### src/rtl/lfm_pkg.sv
package lfm_pkg;
  typedef enum logic [2:0] {
    LFM_IDLE   = 3'd0,
    LFM_STRIKE = 3'd1,
    LFM_RUN    = 3'd2,
    LFM_WAIT   = 3'd3,
    LFM_LATCH  = 3'd4
  } lfm_phase_e;

  localparam int NUM_FLT   = 4;
  localparam int FB_OPEN   = 0;
  localparam int FB_OC     = 1;
  localparam int FB_STRIKE = 2;
  localparam int FB_OV     = 3;
  localparam int NUM_INT   = 3;
endpackage

### src/rtl/lfm_integrator.sv
module lfm_integrator #(
  parameter int CW = 9
) (
  input  logic          clk,
  input  logic          rst,
  input  logic          run,
  input  logic          tick,
  input  logic          win_end,
  input  logic          evt,
  input  logic [CW-1:0] thresh,
  output logic          hit
);
  logic [CW-1:0] cnt_q;
  logic [CW-1:0] cnt_inc;

  assign cnt_inc = cnt_q + CW'(1);
  assign hit = run && tick && evt && (thresh != '0) && (cnt_inc == thresh);

  always_ff @(posedge clk) begin
    if (rst || !run) begin
      cnt_q <= '0;
    end else if (tick) begin
      if (win_end) cnt_q <= '0;
      else if (evt) cnt_q <= cnt_inc;
    end
  end
endmodule

### src/rtl/lfm_seq.sv
module lfm_seq
  import lfm_pkg::*;
#(
  parameter int WIN_CYCLES    = 256,
  parameter int STRIKE_CYCLES = 1024,
  parameter int RETRY_CYCLES  = 4096
) (
  input  logic               clk,
  input  logic               rst,
  input  logic               chan_en,
  input  logic               retry_en,
  input  logic               tick,
  input  logic               lamp_low,
  input  logic [NUM_INT-1:0] int_hit,
  output logic               run,
  output logic               win_end,
  output logic [NUM_FLT-1:0] set_bits,
  output logic               drive_en
);
  localparam int MAXC = (STRIKE_CYCLES > RETRY_CYCLES) ? STRIKE_CYCLES : RETRY_CYCLES;
  localparam int TW   = (MAXC > 1) ? $clog2(MAXC) : 1;
  localparam int WW   = (WIN_CYCLES > 1) ? $clog2(WIN_CYCLES) : 1;

  lfm_phase_e phase_q, phase_d;
  logic [TW-1:0] tcnt_q, tcnt_d;
  logic [WW-1:0] wcnt_q, wcnt_d;
  logic strike_fail, any_fault;

  assign run         = (phase_q == LFM_RUN);
  assign win_end     = (wcnt_q == WW'(WIN_CYCLES - 1));
  assign strike_fail = (phase_q == LFM_STRIKE) && tick && lamp_low &&
                       (tcnt_q == TW'(STRIKE_CYCLES - 1));
  assign any_fault   = strike_fail || (|int_hit);

  always_comb begin
    set_bits            = '0;
    set_bits[FB_OPEN]   = int_hit[0];
    set_bits[FB_OC]     = int_hit[1];
    set_bits[FB_OV]     = int_hit[2];
    set_bits[FB_STRIKE] = strike_fail;
  end

  always_comb begin
    phase_d = phase_q;
    tcnt_d  = tcnt_q;
    wcnt_d  = wcnt_q;
    case (phase_q)
      LFM_IDLE: begin
        phase_d = LFM_STRIKE;
        tcnt_d  = '0;
      end
      LFM_STRIKE: if (tick) begin
        if (!lamp_low) begin
          phase_d = LFM_RUN;
          tcnt_d  = '0;
        end else begin
          tcnt_d = tcnt_q + TW'(1);
        end
      end
      LFM_RUN: if (tick) wcnt_d = win_end ? '0 : wcnt_q + WW'(1);
      LFM_WAIT: if (tick) begin
        if (tcnt_q == TW'(RETRY_CYCLES - 1)) begin
          phase_d = LFM_STRIKE;
          tcnt_d  = '0;
        end else begin
          tcnt_d = tcnt_q + TW'(1);
        end
      end
      default: phase_d = LFM_LATCH;
    endcase
    if (any_fault) begin
      phase_d = retry_en ? LFM_WAIT : LFM_LATCH;
      tcnt_d  = '0;
    end
    if (phase_d != LFM_RUN) wcnt_d = '0;
    if (!chan_en) begin
      phase_d = LFM_IDLE;
      tcnt_d  = '0;
      wcnt_d  = '0;
    end
  end

  always_ff @(posedge clk) begin
    if (rst) begin
      phase_q  <= LFM_IDLE;
      tcnt_q   <= '0;
      wcnt_q   <= '0;
      drive_en <= 1'b0;
    end else begin
      phase_q  <= phase_d;
      tcnt_q   <= tcnt_d;
      wcnt_q   <= wcnt_d;
      drive_en <= (phase_d == LFM_STRIKE) || (phase_d == LFM_RUN);
    end
  end
endmodule

### src/rtl/lfm_status.sv
module lfm_status
  import lfm_pkg::*;
(
  input  logic               clk,
  input  logic               rst,
  input  logic               chan_en,
  input  logic               clr,
  input  logic [NUM_FLT-1:0] set_bits,
  output logic [NUM_FLT-1:0] status,
  output logic               fault_oe
);
  logic [NUM_FLT-1:0] status_d;

  assign status_d = chan_en ? ((status & {NUM_FLT{~clr}}) | set_bits) : '0;

  always_ff @(posedge clk) begin
    if (rst) begin
      status   <= '0;
      fault_oe <= 1'b0;
    end else begin
      status   <= status_d;
      fault_oe <= |status_d;
    end
  end
endmodule

### src/rtl/lamp_fault_monitor.sv
module lamp_fault_monitor
  import lfm_pkg::*;
#(
  parameter int WIN_CYCLES    = 256,
  parameter int STRIKE_CYCLES = 1024,
  parameter int RETRY_CYCLES  = 4096,
  localparam int CW = $clog2(WIN_CYCLES + 1)
) (
  input  logic          clk,
  input  logic          rst,
  input  logic          chan_en,
  input  logic          retry_en,
  input  logic          lamp_tick,
  input  logic          lamp_low,
  input  logic          lamp_oc,
  input  logic          lamp_ov,
  input  logic [CW-1:0] thresh,
  input  logic          status_clr,
  output logic          drive_en,
  output logic [3:0]    fault_status,
  output logic          fault_oe
);
  logic [NUM_INT-1:0] evt_vec;
  logic [NUM_INT-1:0] int_hit;
  logic               run, win_end;
  logic [NUM_FLT-1:0] set_bits;

  assign evt_vec = {lamp_ov, lamp_oc, lamp_low};

  for (genvar gi = 0; gi < NUM_INT; gi++) begin : g_int
    lfm_integrator #(.CW(CW)) u_int (
      .clk     (clk),
      .rst     (rst),
      .run     (run),
      .tick    (lamp_tick),
      .win_end (win_end),
      .evt     (evt_vec[gi]),
      .thresh  (thresh),
      .hit     (int_hit[gi])
    );
  end

  lfm_seq #(
    .WIN_CYCLES    (WIN_CYCLES),
    .STRIKE_CYCLES (STRIKE_CYCLES),
    .RETRY_CYCLES  (RETRY_CYCLES)
  ) u_seq (
    .clk      (clk),
    .rst      (rst),
    .chan_en  (chan_en),
    .retry_en (retry_en),
    .tick     (lamp_tick),
    .lamp_low (lamp_low),
    .int_hit  (int_hit),
    .run      (run),
    .win_end  (win_end),
    .set_bits (set_bits),
    .drive_en (drive_en)
  );

  lfm_status u_stat (
    .clk      (clk),
    .rst      (rst),
    .chan_en  (chan_en),
    .clr      (status_clr),
    .set_bits (set_bits),
    .status   (fault_status),
    .fault_oe (fault_oe)
  );
endmodule

### config.mk
export PLATFORM = sky130hd
export DESIGN_NAME = lamp_fault_monitor
export DESIGN_NICKNAME = d
export VERILOG_FILES = /design/src/rtl/lfm_pkg.sv /design/src/rtl/lfm_integrator.sv /design/src/rtl/lfm_seq.sv /design/src/rtl/lfm_status.sv /design/src/rtl/lamp_fault_monitor.sv
export SDC_FILE = /design/constraint.sdc
export NUM_CORES = 1
export LEC_CHECK = 0
export CAP_MARGIN = 5
export CORE_MARGIN = 2
export CORE_UTILIZATION = 65
export CTS_CLUSTER_DIAMETER = 50
export DETAILED_ROUTE_END_ITERATION = 10
export DONT_BUFFER_PORTS = 1
export GPL_TIMING_DRIVEN = 0
export MAX_ROUTING_LAYER = met4
export PLACE_DENSITY = 0.92
export SLEW_MARGIN = 10
export SYNTH_ARGS = -nofsm -noshare
export SYNTH_HDL_FRONTEND = slang
export SYNTH_HIERARCHICAL = 1
export SYNTH_SLANG_ARGS = --single-unit
### constraint.sdc
create_clock -name clk -period 2.64 [get_ports clk]
set_input_delay 0.132 -clock clk [delete_from_list [all_inputs] [get_ports clk]]
set_output_delay 0.132 -clock clk [all_outputs]
set_load 0.1 [all_outputs]
# Word level (Yosys, flattened, before mapping)
# Index checks and enable logic that the tools add are counted.
# word_totals
ff_bits	56
inputBits	18
out_inout_bits	6
word_cells	85
# op_classes
add_sub_neg	5
n_eq_ne	14
n_mux	21
bitwise_logic	4
n_reduce_logical	32
# ops
op	count
two-way mux 9 bit	6
two-way mux 12 bit	4
one-hot mux 12 bit (3 select lines)	1
adder 9 x 1 -> 9 bit (second input constant)	3
== test 9 bit	3
two-way mux 3 bit	7
logical AND 1 bit	13
adder 12 x 1 -> 12 bit (second input constant)	1
== test 12 x 10 -> 1 bit (second input constant)	1
== test 12 bit (second input constant)	1
one-hot mux 3 bit (4 select lines)	1
== test 3 x 2 -> 1 bit (second input constant)	3
nonzero test 9 bit	1
OR reduction 3 bit	3
adder 8 x 1 -> 8 bit (second input constant)	1
== test 8 bit (second input constant)	1
two-way mux 8 bit	1
AND reduction 2 bit	4
== test 3 x 1 -> 1 bit (second input constant)	2
nonzero test 2 bit	3
bitwise AND 4 bit	1
two-way mux 4 bit	1
inequality test 2 bit (second input constant)	2
OR 4 bit	1
8 further kinds	11

# Depth between registers and ports, before layout
# Gate-level depths: netlist of the first run.
# logic_depth
word_depth	11
mapped_depth	11
depth_no_buf	9

# Modules after synthesis
# Netlist of the first run, hierarchy kept.
# by_module_without_submodules
mod	instances	cells_per_inst	area_each_um2	seq_area_each_um2
lfm_integrator	3	115	818.3	180.2
lfm_seq	1	178	1455.1	480.5
lfm_status	1	22	203.9	100.1

# Worst setup path after synthesis of the first run
# No wires, ideal clock.
# synth_timing
path_type	flip-flop to flip-flop
start	reg u_seq.phase_q[1]
end	reg u_seq.wcnt_q[6]
setup_time_ps	121
arrival_ps	2111
required_ps	2519
slack_ps	408
stages_incl_launch_ff	12
path_buffers	2
synth_period_minus_slack_ps	2232
cell_sequence	dfxtp_1 buf_2 inv_1 nor3_1 nand4_1 nor4_1 o221ai_1 a211oi_2 nor3_1 o211ai_1 buf_2 nor3_1
# synth_between
elab_chain_cells	10
# synth_rtl
item	line_no	source
from (decl)	lfm_seq.sv:24	lfm_phase_e phase_q, phase_d;
from (signal assigned)	lfm_seq.sv:90	phase_q <= phase_d;
== test 3 x 2 -> 1 bit	lfm_seq.sv:29	assign run = (phase_q == LFM_RUN);
named net run	lamp_fault_monitor.sv:25	logic run, win_end;
logical AND 1 bit (4 in a row)	lfm_integrator.sv:17	assign hit = run && tick && evt && (thresh != '0) && (cnt_inc == thresh);
named net int_hit[1]	lamp_fault_monitor.sv:24	logic [NUM_INT-1:0] int_hit;
OR reduction 3 bit	lfm_seq.sv:33	assign any_fault = strike_fail || (|int_hit);
logical OR 1 bit	lfm_seq.sv:33	
two-way mux 3 bit	lfm_seq.sv:71	if (any_fault) begin
inequality test 3 x 2 -> 1 bit	lfm_seq.sv:75	if (phase_d != LFM_RUN) wcnt_d = '0;
OR reduction 3 bit (no source line)	-	
to (signal assigned)	lfm_seq.sv:92	wcnt_q <= wcnt_d;
to (decl)	lfm_seq.sv:26	logic [WW-1:0] wcnt_q, wcnt_d;
# The timed path passes the listed nets, and every way through them passes these cells.
# A chain may end at the register's enable or synchronous reset.

# Worst setup path after layout of the first run
# layout_timing
start	reg g_int[0].u_int.cnt_q[4]
end	reg u_seq.wcnt_q[2]
# layout_between
elab_chain_cells	8
# layout_rtl
item	line_no	source
from (decl)	lfm_integrator.sv:13	logic [CW-1:0] cnt_q;
from (signal assigned)	lfm_integrator.sv:24	else if (evt) cnt_q <= cnt_inc;
adder 9 x 1 -> 9 bit	lfm_integrator.sv:16	assign cnt_inc = cnt_q + CW'(1);
== test 9 bit	lfm_integrator.sv:17	
logical AND 1 bit	lfm_integrator.sv:17	
named net int_hit[0]	lamp_fault_monitor.sv:24	
OR reduction 3 bit	lfm_seq.sv:33	
logical OR 1 bit	lfm_seq.sv:33	
two-way mux 3 bit	lfm_seq.sv:71	
inequality test 3 x 2 -> 1 bit	lfm_seq.sv:75	
OR reduction 3 bit (no source line)	-	
# The timed path passes the listed nets, and every way through them passes these cells.

==> flow_metrics.py, run 1 <==
metrics = {
    "synth": {
        "ys_seq_area_frac": 0.273,
        "synth_area_sq_mm": 0.00411,
        "syn_avg_cell_area_sq_um": 7.55,
        "syn_inst": 545,
        "yosysUniqueCellTypes": 62,
        "synth_fp_nets": 568,
        "synth-async-reset-ratio": 0,
        "synth_edf_count": 0,
        "yosys_most_used_dff": "dfxtp_1",
        "yosys_warnings": 6,
        "synth-seq-cells": 56,
    },
    "power_and_ir_drop": {
        "internal_power_mw": 1.10,
        "power_frac_comb": 0.098,
        "p_switching_mw": 0.414,
        "p_clk_frac": 0.338,
        "static-leakage-power_nw": 1.50,
        "seqPwrFrac": 0.563,
        "powerDensity_mw_per_mm2": 321,
        "switching_share": 0.274,
        "totalPowerFinal_mw": 1.51,
        "ir_drop_mv": 0.294,
    },
    "global_routing": {
        "grt_pass1_wl_um": 18100,
        "grt_max_degree": 34,
        "globalRouteTotalUtil": 0.311,
        "grt_pass1_vias": 3978,
        "antenna_found_initial": 0,
        "grt.overflow.total": 0,
    },
    "critical_path": {
        "worstReg2RegStart": "g_int[0].u_int/cnt_q[4]",
        "crit_slowest_cell": "o311ai_0",
        "cp_cell_sequence": "nand3_2 -> o311ai_0 -> o21ai_0 -> a21oi_1 -> a211oi_2 -> nor3_2 -> o211ai_1 -> buf_4 -> nor4_2",
        "path_class": "flop to flop",
        "endpoint_kind": "flop",
        "crit_arrival_ns": 3.00,
        "worst_setup_path_start_kind": "flop",
        "required_ns": 2.87,
        "reg2regPathDepth": 9,
        "ff2ff_setup_slack_ns": -0.13,
        "crit_fanout": 7,
        "worst_r2r_endpoint": "u_seq/wcnt_q[2]",
        "slowest_delay_ns": 0.51,
    },
    "timing": {
        "period_share": 1.05,
        "grt_setup_unrepaired": "true",
        "fin_skew_ns": 0.0226,
        "fin_ws_ns": -0.126,
        "tightestPinTransition_ns": 1.03,
        "timing.fmax_mhz": 362,
        "slew_headroom": 0.312,
        "hold_slack_ns": 0.0354,
        "finalSetupViolations": 8,
        "min_period_ns": 2.77,
        "setup-tns-final_ns": -0.338,
        "hold_viol": 0,
        "slew_violations": 0,
    },
    "outcome": {
        "failed_checks": "setup timing",
        "status": "complete, but fails checks",
    },
    "drt": {
        "ant_nets": 0,
        "routed.top_layer": "met4",
        "route.detailed.drc": 0,
        "vias_per_cell": 7.03,
        "dr.pass1.iters": 5,
        "wl_per_cell_um": 18.7,
        "met3_length_um": 1020,
        "m1WireLength_um": 4690,
        "drt_wl_total_um": 12200,
        "drtIter0Drc": 485,
        "wl_met2_um": 5920,
        "dr_total_vias": 4570,
    },
    "floorplan": {
        "rows": 28,
        "die_h_um": 83.6,
        "pin_count": 24,
        "start_util": 0.683,
        "die_area_sq_mm": 0.00698,
        "core_region_area_sq_mm": 0.00603,
        "dieWidth_um": 83.6,
    },
    "job": {
        "cap_viol_max_count": 0,
    },
    "placement": {
        "place_inst": 620,
        "hpwl_um": 7450,
        "gp_congestion": 0.934,
        "dpl_cell_area_sq_mm": 0.00421,
        "dp_slack_ns": -0.329,
        "io_buffers": 0,
    },
    "finish": {
        "area_growth_pct": 14.7,
        "layout-drive-gt1-share": 0.190,
        "regArea_sq_mm": 0.00114,
        "n_antenna_cell": 0,
        "nNetsFinal": 597,
        "multi_input_area_sq_mm": 0.00287,
        "layout.cells.non_filler": 650,
        "nFillCells": 397,
        "postLayoutCoreUtil": 0.783,
        "stdcell_area_sq_mm": 0.00472,
    },
    "cts": {
        "insertion_delay_ns": 0.33,
        "path_clk_slew_ns": 0.13,
        "tritoncts": "built",
        "cts_buffers": 5,
        "clockRootBuffer": "clkbuf_8",
        "clockBufferDepth": 2,
        "htreeDepth": 2,
        "cts_num_sinks": 56,
    },
    "min_path": {
        "hold_path_class": "input port to flop",
        "min_path_cells": 3,
        "worstHoldStart": "lamp_tick",
        "holdPathEnd": "g_int[2].u_int/cnt_q[4]",
    },
}
[metal layers]
layer,global-route usage,up-vias
met3,0.0574,79
met5,-,-
met2,0.523,308
li1,-,2078
met1,0.379,2105
met4,0.0982,0
[critical path: cells and delay by family (launching register included)]
kind                   cells  cell delay, ns
buffers and inverters      1            0.26
flip-flops                 1            0.49
AO/OA/AOI/OAI              5            1.20
AND/OR/NAND/NOR            3            0.71
[synth_stat cells (all sizes together), types with 3 or more instances]
cell type  count  area [sq um]
mux2i          4          40.0
nand3b         3          22.5
xnor2         14           123
nor2          36           138
a41oi          4          35.0
nand2         38           150
a22oi          3          22.5
nor3          19          95.1
a31oi          5          31.3
and3           7          43.8
a211oi         7          67.6
nand3         18          95.1
clkbuf         8          30.0
a31o           3          26.3
or4            6          52.6
and4           7          65.1
nor4          25           163
nor3b          3          22.5
nand4         20           125
dfxtp         56          1120
inv           17          63.8
o21ai         46           230
a32oi          3          26.3
a21boi         6          45.0
buf           31           199
or3           22           138
o21a           7          52.6
a21oi         51           259
ha             5          62.6
and3b          4          35.0
nor2b         11          68.8
o221ai         3          26.3
o311ai         3          26.3
o2111ai        4          35.0
nand2b        13          91.3
xor2          19           166
[power by group through the flow]
stage               Clock [mW]  Combinational [mW]  Sequential [mW]
floorplan                    0              0.0992            0.874
global placement             0               0.116            0.874
detailed placement           0               0.122            0.874
CTS                      0.521               0.130            0.855
global route             0.555               0.160            0.852
finish                   0.512               0.149            0.852
[final cells by class]
cell class                 count  share of cell area
inverter                      17              0.0135
clock inverter                 3             0.00557
clock buffer                   5              0.0146
tap                           75              0.0199
buffer                        39              0.0549
multi-input combinational    433               0.608
sequential                    56               0.241
timing repair buffer          22              0.0424
[placed cells by master (no fill, tap or decap), drive strengths merged, types with 11 or more instances in the layout]
master,n
nor4,25
or3,22
nand3,18
o21ai,46
nor3,19
nor2,36
clkbuf,13
a21oi,51
xor2,19
nor2b,11
buf,49
nand2,38
xnor2,14
nand4,20
inv,19
nand2b,13
dfxtp,56
[worst max-delay path by stage]
stage	from	to	slack [ns]	cells after the start
floorplan	u_seq/phase_q[1]	u_seq/wcnt_q[6]	0.41	11
global route	g_int[0].u_int/cnt_q[4]	u_seq/wcnt_q[2]	-0.20	9
detailed placement	u_seq/phase_q[1]	u_seq/wcnt_q[2]	-0.33	11
CTS	u_seq/phase_q[1]	u_seq/wcnt_q[2]	0.02	11
global placement	u_seq/phase_q[1]	u_seq/wcnt_q[6]	-0.21	11
finish	g_int[0].u_int/cnt_q[4]	u_seq/wcnt_q[2]	-0.13	9
[repair_timing]
action                                 4_1_cts  5_1_grt
setup endpoints to repair                   24       23
pin swaps                                    0       23
hold buffers                                 4        0
gates resized for setup                      8       53
gates cloned                                 0        2
setup buffers                                0       16
endpoints found under the hold margin        8        0
[flip-flops by register name, indices dropped and copies added, names as in the netlist]
register           count
u_stat/fault_oe        1
u_seq/phase_q          3
g_int.u_int/cnt_q     27
u_stat/status          4
u_seq/drive_en         1
u_seq/wcnt_q           8
u_seq/tcnt_q          12
[kinds of logic after synthesis]
group                    Yosys count  synth area share
AND/OR/NAND/NOR                  239             0.332
AO/OA/AOI/OAI                    152             0.229
buffers and inverters             56            0.0712
flip-flops                        56             0.273
XOR/XNOR                          33            0.0703
adder cells (fa/ha/maj)            5            0.0152
multiplexers                       4           0.00973
(Power assumes the default switching activity.)
==> inputs of run 2 (changes only) <==
SKIP_LAST_GASP = 1   (was unset)
clock period = 2.9 ns   (was 2.64 ns; I/O delays follow)
==> flow_metrics.py, run 2 (synthesis results as in run 1) <==
metrics = {
    "drt": {
        "dr_total_vias": 4261,
        "vias_per_cell": 6.74,
        "ant_nets": 0,
        "wl_per_cell_um": 17.0,
        "route.detailed.drc": 0,
        "drtIter0Drc": 433,
        "drt_wl_total_um": 10800,
        "dr.pass1.iters": 6,
    },
    "cts": {
        "clockBufferDepth": 2,
        "clockRootBuffer": "clkbuf_8",
        "cts_setup_buffers": 0,
        "path_clk_slew_ns": 0.12,
        "insertion_delay_ns": 0.33,
        "cts_num_sinks": 56,
        "tritoncts": "built",
        "htreeDepth": 2,
        "cts_buffers": 5,
    },
    "global_routing": {
        "use_met1": 0.377,
        "grt.met2_usage": 0.523,
        "use_met3": 0.0544,
        "grt_pass1_vias": 3992,
        "grt_pass1_wl_um": 18100,
        "globalRouteTotalUtil": 0.311,
        "grt_max_degree": 34,
        "top_usage_layer": "met2",
        "antenna_found_initial": 0,
        "grt.overflow.total": 0,
    },
    "finish": {
        "nNetsFinal": 579,
        "top_register": "g_int.u_int/cnt_q",
        "reg_top3": "g_int.u_int/cnt_q x27, u_seq/tcnt_q x12, u_seq/wcnt_q x8",
        "stdcell_area_sq_mm": 0.00436,
        "final_cell_mix": "dfxtp_1, a21oi_1, o21ai_0",
        "n_antenna_cell": 0,
        "layout.cells.non_filler": 632,
        "largest_reg_flops": 27,
        "area_growth_pct": 6.05,
        "layout-drive-gt1-share": 0.113,
        "layout_commonest_cell": "dfxtp_1",
    },
    "critical_path": {
        "worst_setup_path_start_kind": "flop",
        "crit_slowest_cell": "dfxtp_1",
        "crit_fanout": 10,
        "worst_r2r_endpoint": "u_seq/wcnt_q[2]",
        "slowest_delay_ns": 0.51,
        "reg2regPathDepth": 11,
        "endpoint_kind": "flop",
        "path_class": "flop to flop",
        "worstReg2RegStart": "g_int[0].u_int/cnt_q[1]",
        "required_ns": 3.12,
        "ff2ff_setup_slack_ns": 0.14,
        "cp_cell_sequence": "ha_1 -> buf_2 -> nor2b_1 -> or3_1 -> a21oi_1 -> o221ai_1 -> a211oi_2 -> nor3_2 -> o211ai_1 -> clkbuf_4 -> nor4_1",
        "cp.buffers_inverters": 2,
        "crit_arrival_ns": 2.98,
        "crit_family": "simple AND/OR/NAND/NOR gates",
    },
    "floorplan": {
        "start_util": 0.683,
        "core_region_area_sq_mm": 0.00603,
        "rows": 28,
        "pin_count": 24,
        "die_h_um": 83.6,
        "die_area_sq_mm": 0.00698,
        "dieWidth_um": 83.6,
    },
    "timing": {
        "period_share": 0.953,
        "timing.fmax_mhz": 362,
        "setup-tns-final_ns": 0,
        "hold_viol": 0,
        "slew_violations": 0,
        "fin_skew_ns": 0.0157,
        "finalSetupViolations": 0,
        "hold_slack_ns": 0.0179,
        "slew_headroom": 0.317,
        "fin_ws_ns": 0.135,
        "min_period_ns": 2.76,
        "tightestPinTransition_ns": 1.02,
    },
    "placement": {
        "place_inst": 620,
        "io_buffers": 0,
        "dp_slack_ns": -0.0685,
        "gp_congestion": 0.934,
        "hpwl_um": 7450,
        "dpl_cell_area_sq_mm": 0.00421,
    },
    "min_path": {
        "hold_path_class": "input port to flop",
        "min_path_cells": 2,
        "holdPathEnd": "u_seq/phase_q[0]",
        "worstHoldStart": "rst",
    },
    "power_and_ir_drop": {
        "ir_drop_mv": 0.259,
        "powerDensity_mw_per_mm2": 312,
        "static-leakage-power_nw": 1.39,
    },
    "job": {
        "cap_viol_max_count": 0,
    },
    "outcome": {
        "status": "finished, final reports clean",
    },
}
## run 2: cell count changes in the layout (fill, tap and decap cells not counted), moves of 4 or more
cell     change
dfxtp_1      +5
buf_4       -18
buf_6        -4
nor4_2       -5
buf_2        +5
nor4_1       +6
## run 2: final cells by class
cell class                 instances  area [sq um]
inverter                          17          63.8
fill                             475          1660
timing repair buffer               4          40.0
sequential                        56          1120
buffer                            39           231
tap                               75          93.8
clock buffer                       5          68.8
clock inverter                     3          26.3
multi-input combinational        433          2720
## run 2: worst register-to-register path, delay by kind of cell, from the launching register on
| kind | cells | cell delay, ns |
|---|---|---|
| AOI/OAI and AO/OA | 4 | 0.57 |
| DFF | 1 | 0.51 |
| adders and majority gates | 1 | 0.23 |
| and+or+nand+nor | 4 | 0.87 |
| buffers and inverters | 2 | 0.47 |
## run 2: worst max-delay path by stage
stage                     cells after the start               to                     from  slack, ns
after floorplan                              11  u_seq/wcnt_q[6]         u_seq/phase_q[1]       0.67
after global placement                       11  u_seq/wcnt_q[6]         u_seq/phase_q[1]       0.05
final                                        11  u_seq/wcnt_q[2]  g_int[0].u_int/cnt_q[1]       0.14
after CTS                                    11  u_seq/wcnt_q[2]  g_int[1].u_int/cnt_q[1]       0.07
after detailed placement                     11  u_seq/wcnt_q[2]         u_seq/phase_q[1]      -0.07
after global routing                         11  u_seq/wcnt_q[2]  g_int[1].u_int/cnt_q[1]      -0.01
## run 2: where the power goes
group	switching, mW	internal [mW]
Clock	0.283	0.179
Combinational	0.0705	0.0496
Sequential	0.00754	0.771
Total	0.361	0.999
## run 2: layer usage
layer | wire, um | up-vias
met5 | 0 | -
met4 | 226 | 0
met3 | 839 | 29
met2 | 5350 | 214
met1 | 4340 | 1973
li1 | - | 2045
## run 2: metrics by stage
stage	util	total power, mW
2_1_floorplan	-	0.886
3_3_place_gp	0.698	0.902
3_5_place_dp	0.698	0.906
4_1_cts	0.722	1.37
5_1_grt	0.724	1.41
6_report	0.724	1.36
## run 2: timing repair
| item | 4_1_cts | 5_1_grt |
|---|---|---|
| pin swaps | 0 | 0 |
| cloned | 0 | 0 |
| hold buffers | 4 | 0 |
| endpoints found under the setup margin | 20 | 20 |
| endpoints found under the hold margin | 8 | 0 |
| gates resized for setup | 1 | 4 |
==> inputs of run 3 (changes only) <==
CORE_UTILIZATION = 64   (was 65)
HOLD_SLACK_MARGIN = 0.06   (was unset)
PLACE_DENSITY = 0.91   (was 0.92)
SYNTH_HIERARCHICAL = unset   (was 1)
==> flow_metrics.py, run 3 <==
metrics = {
    "finish": {
        "layout_commonest_cell": "nor2_1",
        "reg_top3": "g_int.u_int.cnt_q x27, u_seq.tcnt_q x12, u_seq.wcnt_q x8",
        "top_register": "g_int.u_int.cnt_q",
        "largest_reg_flops": 27,
        "area_growth_pct": 7.20,
        "n_antenna_cell": 0,
        "nNetsFinal": 500,
        "layout-drive-gt1-share": 0.0669,
        "final_cell_mix": "nor2_1, dfxtp_1, a21oi_1",
    },
    "critical_path": {
        "required_ns": 3.10,
        "crit_arrival_ns": 3.03,
        "crit_fanout": 8,
        "worst_setup_path_start_kind": "flop",
        "path_class": "flop to flop",
        "endpoint_kind": "flop",
    },
    "placement": {
        "io_buffers": 0,
        "hpwl_um": 6670,
        "gp_congestion": 0.938,
    },
    "synth": {
        "synth_top_cell_area_share": 0.319,
        "syn_inst": 468,
        "yosysUniqueCellTypes": 54,
        "yosysMostFrequentCell": "nor2_1",
        "synth_top_area_cell": "dfxtp_1",
        "syn_avg_cell_area_sq_um": 7.50,
        "synth-seq-cells": 56,
        "synthTopCellsByArea": "dfxtp_1, xnor2_1, nor2_1",
        "ys_seq_area_frac": 0.319,
        "yosys_most_used_dff": "dfxtp_1",
        "synth-async-reset-ratio": 0,
        "synth_edf_count": 0,
        "synth_fp_nets": 491,
        "synthTopCellsByCount": "nor2_1, dfxtp_1, a21oi_1, o21ai_0, nor3_1",
        "yosys_warnings": 0,
        "synth_area_sq_mm": 0.00351,
    },
    "outcome": {
        "status": "finished, final reports clean",
    },
    "timing": {
        "fin_skew_ns": 0.0118,
        "slew_violations": 0,
        "hold_slack_ns": 0.118,
        "slew_headroom": 0.343,
        "tightestPinTransition_ns": 0.984,
        "hold_viol": 0,
        "finalSetupViolations": 0,
        "min_period_ns": 2.82,
        "timing.fmax_mhz": 354,
        "grt_setup_unrepaired": "true",
        "period_share": 0.973,
    },
    "global_routing": {
        "grt_pass1_vias": 3421,
        "antenna_found_initial": 0,
        "grt.overflow.total": 0,
        "grt_pass1_wl_um": 15300,
        "grt_max_degree": 19,
        "globalRouteTotalUtil": 0.315,
    },
    "power_and_ir_drop": {
        "p_switching_mw": 0.345,
        "powerDensity_mw_per_mm2": 353,
        "internal_power_mw": 0.984,
        "seqPwrFrac": 0.585,
        "totalPowerFinal_mw": 1.33,
        "switching_share": 0.260,
        "static-leakage-power_nw": 1.18,
        "p_clk_frac": 0.334,
        "power_frac_comb": 0.082,
        "ir_drop_mv": 0.224,
    },
    "drt": {
        "drt_wl_total_um": 9420,
        "dr.pass1.iters": 5,
        "wl_per_cell_um": 17.2,
        "ant_nets": 0,
        "vias_per_cell": 6.71,
        "dr_total_vias": 3676,
        "route.detailed.drc": 0,
        "drtIter0Drc": 385,
    },
    "job": {
        "cap_viol_max_count": 0,
    },
    "cts": {
        "clockRootBuffer": "clkbuf_8",
        "cts_buffers": 5,
        "cts_num_sinks": 56,
        "insertion_delay_ns": 0.32,
        "clockBufferDepth": 2,
        "htreeDepth": 2,
        "path_clk_slew_ns": 0.11,
        "tritoncts": "built",
    },
    "floorplan": {
        "start_util": 0.675,
        "dieWidth_um": 78.1,
        "die_area_sq_mm": 0.00609,
        "pin_count": 24,
        "core_region_area_sq_mm": 0.00520,
        "rows": 26,
        "die_h_um": 78.1,
    },
    "min_path": {
        "hold_path_class": "input port to flop",
    },
}
-- run 3: cell families (layout without fill, tap and decap cells) --
logic type / after synthesis / count (layout) / synth area share
muxes: 2 / 2 / 0.00570
buffers and inverters: 37 / 47 / 0.0438
DFF: 56 / 56 / 0.319
xor gates and xnor gates: 45 / 45 / 0.112
and+or+nand+nor: 215 / 215 / 0.320
AOI/OAI and AO/OA: 108 / 108 / 0.181
adders and majority gates: 5 / 5 / 0.0178
-- run 3: worst max-delay path, cell delays in order (launching register included) --
cell       delay (ns)
dfxtp_1          0.50
nand4bb_1        0.16
clkbuf_1         0.20
a31oi_1          0.45
nand3_1          0.16
nor3_1           0.53
a211o_1          0.22
or4_1            0.13
clkbuf_1         0.27
nor2_1           0.09
-- run 3: final cells by class --
class                      instances  area (sq um)
clock buffer                       5          68.8
buffer                            23           101
timing repair buffer               3          30.0
clock inverter                     3          22.5
tap                               70          87.6
fill                             391          1440
multi-input combinational        375          2280
inverter                          13          48.8
sequential                        56          1130
-- run 3: through the flow --
step	setup TNS (ns)	area, sq um	util	std cells	setup slack (ns)
3_5_place_dp	-0.177	3600	0.691	538	-0.0924
3_3_place_gp	0	3600	0.691	538	0.000133
5_1_grt	-0.0848	3760	0.723	548	-0.0704
4_1_cts	0	3720	0.715	549	0.0219
2_1_floorplan	0	3510	-	468	0.247
6_report	0	3760	0.723	548	0.0780
-- run 3: what timing repair did --
item / CTS / global route
endpoints found under the hold margin: 6 / 0
pin swaps: 0 / 1
buffers inserted: 0 / 0
hold buffers: 3 / 0
resized for setup: 2 / 9
endpoints found under the setup margin: 8 / 34
-- run 3: power groups by stage --
stage | Sequential, mW | Clock, mW | Combinational [mW]
2_1_floorplan | 0.795 | 0 | 0.0777
3_3_place_gp | 0.796 | 0 | 0.0947
3_5_place_dp | 0.796 | 0 | 0.0979
4_1_cts | 0.778 | 0.452 | 0.102
5_1_grt | 0.778 | 0.471 | 0.116
6_report | 0.777 | 0.444 | 0.108
-- run 3: routing by layer --
layer	up-vias	track usage	share of wire
met5	-	-	0
met4	0	0.167	0.044
met3	57	0.0782	0.11
met2	218	0.479	0.44
met1	1667	0.389	0.41
li1	1734	-	-
-- run 3: final timing paths --
check,startpoint,endpoint,slack (ns),depth (start not counted)
worst min-delay path,lamp_ov,g_int[2].u_int.cnt_q[2],0.12,3
worst min register to register,g_int[0].u_int.cnt_q[8],g_int[0].u_int.cnt_q[8],0.52,2
worst max-delay path,u_seq.phase_q[1],u_seq.tcnt_q[3],0.08,9
worst max register to register,u_seq.phase_q[1],u_seq.tcnt_q[3],0.08,9
